==> src/rtl/ddr_iq_pkg.sv <==
`timescale 1ns/1ps
package ddr_iq_pkg;

  // Strobes from control to datapath
  typedef struct packed {
    logic useHold;  // pair opens on falling edge: use the held falling word
    logic iOnRise;  // I channel sourced from rising-edge word
    logic twos;     // convert twos complement to offset binary
  } iq_ctrl_t;

endpackage

==> src/rtl/ddr_iq_fmt.sv <==
`timescale 1ns/1ps
module ddr_iq_fmt #(
  parameter int DATA_W = 14
) (
  input  logic              twos,
  input  logic [DATA_W-1:0] rawWord,
  output logic [DATA_W-1:0] obWord
);
  localparam logic [DATA_W-1:0] SIGN_MASK = {1'b1, {(DATA_W-1){1'b0}}};

  always_comb begin
    obWord = twos ? (rawWord ^ SIGN_MASK) : rawWord;
  end
endmodule

==> src/rtl/ddr_iq_ctrl.sv <==
`timescale 1ns/1ps
module ddr_iq_ctrl
  import ddr_iq_pkg::*;
(
  input  logic     clk,
  input  logic     rst,
  input  logic     cfgIFirst,
  input  logic     cfgIRising,
  input  logic     cfgTwos,
  output iq_ctrl_t strobes,
  output logic     pairValid
);
  localparam int FILL_W = 2;

  logic              modeIFirst;
  logic              modeIRising;
  logic              modeTwos;
  logic [FILL_W-1:0] fillCnt;
  logic [FILL_W-1:0] fillNeed;

  // Configuration only follows the inputs during reset
  always_ff @(posedge clk) begin
    if (rst) begin
      modeIFirst  <= cfgIFirst;
      modeIRising <= cfgIRising;
      modeTwos    <= cfgTwos;
    end
  end

  always_comb begin
    strobes.useHold = (modeIFirst != modeIRising);
    strobes.iOnRise = modeIRising;
    strobes.twos    = modeTwos;
    fillNeed        = strobes.useHold ? FILL_W'(2) : FILL_W'(1);
  end

  // Count rising edges since release until the first pair is complete
  always_ff @(posedge clk) begin
    if (rst) begin
      fillCnt   <= '0;
      pairValid <= 1'b0;
    end else begin
      if (fillCnt != fillNeed) begin
        fillCnt <= fillCnt + FILL_W'(1);
      end
      pairValid <= (fillCnt == fillNeed);
    end
  end
endmodule

==> src/rtl/ddr_iq_datapath.sv <==
`timescale 1ns/1ps
module ddr_iq_datapath
  import ddr_iq_pkg::*;
#(
  parameter int BUS_W  = 14,
  parameter int DATA_W = 14
) (
  input  logic              clk,
  input  logic              rst,
  input  logic [BUS_W-1:0]  busData,
  input  iq_ctrl_t          strobes,
  output logic [DATA_W-1:0] iData,
  output logic [DATA_W-1:0] qData
);
  localparam int NUM_CH = 2;

  logic [DATA_W-1:0] capWord;
  logic [DATA_W-1:0] riseWord;
  logic [DATA_W-1:0] fallWord;
  logic [DATA_W-1:0] fallHold;
  logic [DATA_W-1:0] fallSrc;
  logic [DATA_W-1:0] chRaw [NUM_CH];
  logic [DATA_W-1:0] chOb  [NUM_CH];

  assign capWord = busData[BUS_W-1 -: DATA_W];

  always_ff @(posedge clk) begin
    riseWord <= capWord;
    fallHold <= fallWord;
  end

  always_ff @(negedge clk) begin
    fallWord <= capWord;
  end

  always_comb begin
    fallSrc   = strobes.useHold ? fallHold : fallWord;
    chRaw[0]  = strobes.iOnRise ? riseWord : fallSrc;  // I
    chRaw[1]  = strobes.iOnRise ? fallSrc  : riseWord; // Q
  end

  for (genvar ch = 0; ch < NUM_CH; ch++) begin : g_fmt
    ddr_iq_fmt #(.DATA_W(DATA_W)) u_fmt (
      .twos    (strobes.twos),
      .rawWord (chRaw[ch]),
      .obWord  (chOb[ch])
    );
  end

  always_ff @(posedge clk) begin
    if (rst) begin
      iData <= '0;
      qData <= '0;
    end else begin
      iData <= chOb[0];
      qData <= chOb[1];
    end
  end
endmodule

==> src/rtl/ddr_iq_capture.sv <==
`timescale 1ns/1ps
module ddr_iq_capture
  import ddr_iq_pkg::*;
#(
  parameter int BUS_W  = 14,
  parameter int DATA_W = 14
) (
  input  logic              clk,
  input  logic              rst,
  input  logic              cfgIFirst,
  input  logic              cfgIRising,
  input  logic              cfgTwos,
  input  logic [BUS_W-1:0]  busData,
  output logic [DATA_W-1:0] iData,
  output logic [DATA_W-1:0] qData,
  output logic              pairValid
);
  iq_ctrl_t strobes;

  ddr_iq_ctrl u_ctrl (
    .clk        (clk),
    .rst        (rst),
    .cfgIFirst  (cfgIFirst),
    .cfgIRising (cfgIRising),
    .cfgTwos    (cfgTwos),
    .strobes    (strobes),
    .pairValid  (pairValid)
  );

  ddr_iq_datapath #(.BUS_W(BUS_W), .DATA_W(DATA_W)) u_dp (
    .clk     (clk),
    .rst     (rst),
    .busData (busData),
    .strobes (strobes),
    .iData   (iData),
    .qData   (qData)
  );
endmodule

==> config.mk <==
export PLATFORM = sky130hd
export DESIGN_NAME = ddr_iq_capture
export DESIGN_NICKNAME = d
export VERILOG_FILES = /design/src/rtl/ddr_iq_pkg.sv /design/src/rtl/ddr_iq_fmt.sv /design/src/rtl/ddr_iq_ctrl.sv /design/src/rtl/ddr_iq_datapath.sv /design/src/rtl/ddr_iq_capture.sv
export SDC_FILE = /design/constraint.sdc
export NUM_CORES = 1
export LEC_CHECK = 0
export CAP_MARGIN = 15
export CORE_AREA = 2 2 83 69
export CTS_CLUSTER_DIAMETER = 200
export CTS_CLUSTER_SIZE = 30
export DETAILED_ROUTE_END_ITERATION = 8
export DIE_AREA = 0 0 85 71
export PLACE_DENSITY = 0.76
export SETUP_SLACK_MARGIN = 0.1
export SYNTH_ARGS = -nofsm -noshare
export SYNTH_HDL_FRONTEND = slang
export SYNTH_HIERARCHICAL = 1
export SYNTH_SLANG_ARGS = --single-unit
==> constraint.sdc <==
create_clock -name clk -period 2.8 [get_ports clk]
set_clock_uncertainty 0.2 [all_clocks]
set_input_delay 0.42 -clock clk [delete_from_list [all_inputs] [get_ports clk]]
set_output_delay 0.42 -clock clk [all_outputs]
set_load 0.02 [all_outputs]
======== Word-level counts from Yosys, hierarchy flattened ========
Index checks and enable logic that the tools add are counted.
operators by class
  bitwise logic cells ..................... 2
  $add $sub $neg .......................... 1
  muxes and demuxes ....................... 6
  equality and inequality tests ........... 3
operators with widths
  operator                                     count
  2-to-1 mux 14 bit                            5
  adder 2 x 1 -> 2 bit, second input constant  1
  equality test 2 bit                          1
  2-to-1 mux 2 bit                             1
  != test 2 bit                                1
  inverter 1 bit                               2
  != test 1 bit                                1
word-level totals
  bits of input ports ..................... 19
  register bits ........................... 76
  output and inout bits ................... 29

======== Longest topological paths before layout ========
Gate-level depths: netlist of run 1.
  depth after elaboration ................. 5
  gate-level depth with buffers ........... 7
  gate-level depth less buffers ........... 5

======== By module ========
Netlist of run 1, hierarchy kept.
modules (own cells, without submodules)
  module           seq. area each (um^2)  cells an instance  area each (um^2)  times used
  ddr_iq_datapath  1401.3                 149                2119.5            1
  ddr_iq_ctrl      150.1                  17                 227.7             1
  ddr_iq_fmt       0.0                    14                 106.4             2

==> results by group, run 1 <==
Clock network
  – Skew-Pair Late Insertion Delay: 0.37 ns
  – Clk slew on worst S/H paths: 0.07 ns
  – Clock sinks: 76
  – Clk root buf: clkbuf_8
  – Clock Tree Buf Depth: 2
  – TritonCTS buffer count: 9
  – CTS tree: done
  – Clock H-tree levels: 3
  – Hold_buf cts: 0

Global routing
  – First-pass GRT wire length: 5170 um
  – Initial antenna violation count: 0
  – Overall Global Routing Usage: 11.5%
  – Pin count of the biggest net entering global routing: 34
  – Grt ovf: 0
  – Vias in the first global route: 1189

Setup path
  – CP max-delay cell: dfxtp_1
  – Crit Path Class: flip-flop to flip-flop
  – CP top delay family: multiplexers
  – CP Capture Type: flip-flop
  – Worst Path Buf+Inv: 0
  – Reg-to-reg endpoint: u_dp/iData[13]
  – RR Startpoint: u_dp/fallWord[13]
  – Reg2Reg Depth: 4
  – Worst EP arrival: 2.89 ns
  – Reg2reg setup slack: -0.07 ns
  – Crit path largest cell delay: 0.30 ns
  – Req. time, crit path: 2.82 ns
  – CP max FO: 2
  – CP Cell Sequence: mux2_4 > mux2_2 > xor2_1 > nor2b_1
  – Critical Path Start Type: flip-flop

Yosys
  – Seq/Total Area, Yosys: 60.6%
  – Seq cells post-synth: 76
  – Synth top area cells: dfxtp_1 57%, mux2_2 13%, buf_4 8.2%
  – Top cell type's share of synthesized area: 57.1%
  – Syn_nets: 213
  – Mapped Area: 0.00256 sq mm
  – Area leader, netlist: dfxtp_1
  – Synth warn: 6
  – Mean Syn Cell Area: 13.2 sq um
  – Unique masters post-synth: 19
  – Post-Syn Instances: 194

Timing
  – Worst setup margin: -0.0747 ns
  – Final setup violating endpoints: 2
  – Final hold violations: 0
  – Slew margin rel.: 69.3%
  – Max Transition Viols Final: 0
  – RSZ-0062 raised after global routing: true
  – Worst hold slack: 0.326 ns
  – Worst-margin pin slew: 0.461 ns

Floorplan
  – Die Span Y: 71 um
  – Die area: 0.00604 sq mm
  – Core Region: 0.00526 sq mm
  – Row Count: 24
  – IO Count: 48
  – Die width: 85 um
  – Initial core utilization: 48.7%

Layout
  – Final instance area: 0.00327 sq mm
  – Area grow syn2layout: 27.8%
  – Fin nets: 255
  – Layout cells sized above 1: 30.0%
  – Finished Core Util: 62.2%
  – Commonest non-fill, non-tap cells in the layout: 61 x dfxtp_1, 47 x clkdlybuf4s50_1, 35 x mux2_4
  – Ant diodes: 0
  – Fillers: 406
  – Commonest non-fill, non-tap cell in the layout: dfxtp_1

Placement
  – Placed cell areas: 0.00296 sq mm
  – Port bufs: 47
  – Final GP Congestion: 0.678

Detailed routing
  – DR iter-0 viols: 40
  – Iteration count of the initial detailed-routing pass: 4
  – Post-DR vias/cell: 4.30
  – Routed Wire Length: 3070 um
  – Wire length per cell: 10.1 um
  – DR DRC count: 0
  – Vias: 1312
  – Antenna Nets Post-Route: 0

Pwr
  – Leakage: 1.44 nW
  – PwrDens: 742 mW/mm^2
  – Max VDD drop: 0.000466 V

Run
  – Max-Cap Viols: 0

Run status
  – Outcome: finished with violations
  – Failing checks: negative setup slack

Min path
  – WHS Endpoint: u_ctrl/fillCnt[1]
  – HP Start: u_ctrl/fillCnt[0]
  – Hold depth: 2
  – HP Class: flip-flop to flip-flop
-- layer usage --
metal / routed length [um] / vias to the layer above / part of all wire, % / GRT usage (%)
li1: - / 685 / - / -
met1: 1180 / 587 / 38 / 11.0
met2: 1620 / 35 / 53 / 19.4
met3: 202 / 5 / 6.6 / 7.00
met4: 67 / 0 / 2.2 / 5.82
met5: 0 / - / 0 / 0
-- cells by family (layout without fill, tap and decap cells) --
kind of cell / Yosys count / in the layout / share of synthesized area (%)
flops: 76 / 76 / 60.6
mux: 41 / 41 / 19.3
fa+ha+maj: 1 / 1 / 0.391
compound gates: 3 / 3 / 0.586
simple gates: 34 / 34 / 8.31
xor+xnor: 3 / 3 / 1.03
buf+inv: 36 / 82 / 9.82
-- worst max path at each step --
stage / from / end / slack (ns) / cells past startpoint
after floorplan: u_dp/fallWord[13] / u_dp/qData[13] / 0.04 / 4
after global placement: u_dp/fallWord[13] / u_dp/qData[13] / 0.01 / 4
after detailed placement: u_dp/fallWord[13] / u_dp/iData[13] / -0.04 / 4
after CTS: u_dp/fallWord[13] / u_dp/iData[13] / -0.07 / 4
after global routing: u_dp/fallWord[13] / u_dp/iData[13] / -0.1 / 4
final: u_dp/fallWord[13] / u_dp/iData[13] / -0.07 / 4
-- layout make-up --
cell class	instances	area (sq um)	share of cell area, %
clock buffers	11	174	5.32
clock inverters	18	75.1	2.30
multi-input cells	82	862	26.4
well taps	65	81.3	2.49
inverters	1	3.75	0.115
flip-flops and latches	76	1570	47.9
repair buffers	52	508	15.5
-- power breakdown --
| part | total [mW] | switching [mW] | internal (mW) |
|---|---|---|---|
| Sequential | 1.20 | 0.0266 | 1.17 |
| Combinational | 0.383 | 0.145 | 0.238 |
| Clock | 0.846 | 0.397 | 0.448 |
| Total | 2.43 | 0.569 | 1.86 |
-- registers in the layout, indices dropped and copies added (netlist names) --
name	cells
u_dp/fallHold	14
u_dp/fallWord	14
u_dp/iData	14
u_dp/qData	14
u_dp/riseWord	14
u_ctrl/fillCnt	2
u_ctrl/modeIFirst	1
u_ctrl/modeIRising	1
u_ctrl/modeTwos	1
u_ctrl/pairValid	1
-- through the flow --
stage	instances	setup WS, ns	total power, mW	TNS [ns]
after CTS	305	-0.0682	2.45	-0.120
after global placement	276	0.0117	1.61	0
final	305	-0.0747	2.43	-0.117
after floorplan	194	0.0442	1.57	0
after detailed placement	276	-0.0382	1.62	-0.0577
after global routing	305	-0.0977	2.56	-0.183
-- tightest hold or removal path: cells and delay by family (launching register included) --
family,cells,cell delay (ns)
flops,1,0.33
simple gates,1,0.09
compound gates,1,0.06
-- synthesized netlist by cell type (all sizes together) --
cell	count
mux2	39
nand3b	1
nor2b	28
maj3	1
or3b	1
or2b	1
dfxtp	73
a21oi	3
nor2	2
mux2i	2
buf	32
clkbuf	2
edfxtp	3
xor2	3
inv	2
nand2b	1
-- timing repair --
item                       in CTS  in global routing
resized for setup               9                 14
setup endpoints to repair       8                 26
buffers inserted                1                  0
gates cloned                    0                  0
Power figures use the tool's default switching activity.
==> inputs of run 2 (changes only) <==
--- a/config.mk
+++ b/config.mk
@@ -7,10 +7,10 @@
 export LEC_CHECK = 0
 export CAP_MARGIN = 15
-export CORE_AREA = 2 2 83 69
+export CORE_AREA = 2 2 85 71
 export CTS_CLUSTER_DIAMETER = 200
 export CTS_CLUSTER_SIZE = 30
 export DETAILED_ROUTE_END_ITERATION = 8
-export DIE_AREA = 0 0 85 71
-export PLACE_DENSITY = 0.76
+export DIE_AREA = 0 0 87 73
+export PLACE_DENSITY = 0.73
 export SETUP_SLACK_MARGIN = 0.1
 export SYNTH_ARGS = -nofsm -noshare
==> constraint.sdc (replaced) <==
create_clock -name clk -period 2.8 [get_ports clk]
set_clock_uncertainty 0.2 [all_clocks]
set_input_delay 0.42 -clock clk [delete_from_list [all_inputs] [get_ports clk]]
set_output_delay 0.42 -clock clk [all_outputs]
set_load 0.005 [all_outputs]
==> results by group, run 2 (synthesis results as in run 1) <==
Layout
  – Layout cells sized above 1: 27.9%
  – Fin nets: 254
  – Final instance area: 0.00327 sq mm
  – Commonest non-fill, non-tap cell in the layout: dfxtp_1
  – Fillers: 468
  – Area grow syn2layout: 27.9%
  – Ant diodes: 0
  – Commonest non-fill, non-tap cells in the layout: 63 x dfxtp_1, 47 x clkdlybuf4s50_1, 30 x mux2_4

Floorplan
  – Die Span Y: 73 um
  – Die area: 0.00635 sq mm
  – Core Region: 0.00560 sq mm
  – IO Count: 48
  – Die width: 87 um
  – Row Count: 25
  – Initial core utilization: 45.7%

Timing
  – Worst hold slack: 0.325 ns
  – Worst-margin pin slew: 0.516 ns
  – RSZ-0062 raised after global routing: true
  – Slew margin rel.: 65.6%
  – Final hold violations: 0
  – Final setup violating endpoints: 2
  – Max Transition Viols Final: 0
  – Worst setup margin: -0.0402 ns
  – Final setup TNS: -0.0716 ns

Detailed routing
  – Routed Wire Length: 3370 um
  – DR DRC count: 0
  – DR iter-0 viols: 31
  – Wire length per cell: 11.0 um
  – Post-DR vias/cell: 4.27
  – Iteration count of the initial detailed-routing pass: 4
  – Vias: 1311
  – Antenna Nets Post-Route: 0

Pwr
  – PwrDens: 751 mW/mm^2
  – Max VDD drop: 0.000454 V
  – Leakage: 1.42 nW

Clock network
  – Skew-Pair Late Insertion Delay: 0.38 ns
  – Clock sinks: 76
  – CTS tree: done
  – TritonCTS buffer count: 9
  – Clk slew on worst S/H paths: 0.08 ns
  – Clock Tree Buf Depth: 2
  – Clk root buf: clkbuf_8
  – Postcts setup bufs: 0
  – Hold_buf cts: 0
  – Clock H-tree levels: 3

Global routing
  – Pin count of the biggest net entering global routing: 30
  – Vias in the first global route: 1253
  – Grt ovf: 0
  – First-pass GRT wire length: 5380 um
  – Initial antenna violation count: 0
  – Overall Global Routing Usage: 11.9%

Setup path
  – CP Cell Sequence: mux2_2 > mux2_2 > xor2_1 > nor2b_1
  – CP max FO: 2
  – CP Capture Type: flip-flop
  – Critical Path Start Type: flip-flop
  – Crit Path Class: flip-flop to flip-flop
  – Crit path largest cell delay: 0.30 ns
  – Worst EP arrival: 2.87 ns
  – CP top delay family: multiplexers
  – Worst Path Buf+Inv: 0
  – Req. time, crit path: 2.83 ns
  – CP max-delay cell: dfxtp_2
  – CP most frequent cell: mux2_2

Run
  – Max-Cap Viols: 0

Run status
  – Failing checks: negative setup slack
  – Outcome: finished with violations

Placement
  – Port bufs: 47
  – Post-place setup slack: -0.0112 ns
  – Placed cell areas: 0.00298 sq mm
  – Final GP Congestion: 0.645

Min path
  – HP Class: flip-flop to flip-flop
==> run 2: worst reg2reg max path: cells and delay by family (launching register included) <==
kind             cells  cell delay, ns
multiplexers         2            0.54
flip-flops           1            0.30
XOR/XNOR             1            0.14
AND/OR/NAND/NOR      1            0.12
==> run 2: routing by layer <==
| metal | track usage [%] | vias up | wire length [um] |
|---|---|---|---|
| met5 | 0 | - | 0 |
| met4 | 7.81 | 0 | 82 |
| met3 | 6.45 | 5 | 219 |
| met2 | 20.0 | 39 | 1700 |
| met1 | 11.2 | 584 | 1370 |
| li1 | - | 683 | - |
==> run 2: path summary, 6_finish.rpt <==
check | start | end | slack [ns] | depth (start not counted)
worst min-delay path | u_ctrl/fillCnt[0] | u_ctrl/fillCnt[1] | 0.33 | 2
worst min register to register | u_ctrl/fillCnt[0] | u_ctrl/fillCnt[1] | 0.33 | 2
worst max register to register | u_dp/fallWord[13] | u_dp/iData[13] | -0.04 | 4
worst max-delay path | u_dp/fallWord[13] | u_dp/iData[13] | -0.04 | 4
==> run 2: final cells by class <==
class / instances / area [sq um] / share of cell area (%)
inverters: 1 / 3.75 / 0.115
repair buffers: 51 / 513 / 15.7
clock buffers: 11 / 131 / 4.01
flip-flops and latches: 76 / 1560 / 47.8
multi-input cells: 82 / 851 / 26.0
clock inverters: 19 / 126 / 3.86
well taps: 67 / 83.8 / 2.56
==> run 2: report_power, final <==
group          switching, mW  leakage, nW  internal [mW]
combinational          0.101        0.597          0.236
clock                  0.398        0.181          0.523
sequential            0.0281        0.642           1.17
==> run 2: repair_timing <==
| item | 4_1_cts | 5_1_grt |
|---|---|---|
| setup endpoints to repair | 5 | 24 |
| cloned | 0 | 0 |
| resized for setup | 5 | 12 |
==> run 2: metrics by stage <==
stage          total power [mW]  std cells  util (%)
2_1_floorplan              1.53        194         -
3_3_place_gp               1.58        278      53.2
3_5_place_dp               1.59        278      53.2
4_1_cts                    2.49        307      57.9
5_1_grt                    2.59        307      58.5
6_report                   2.46        307      58.5
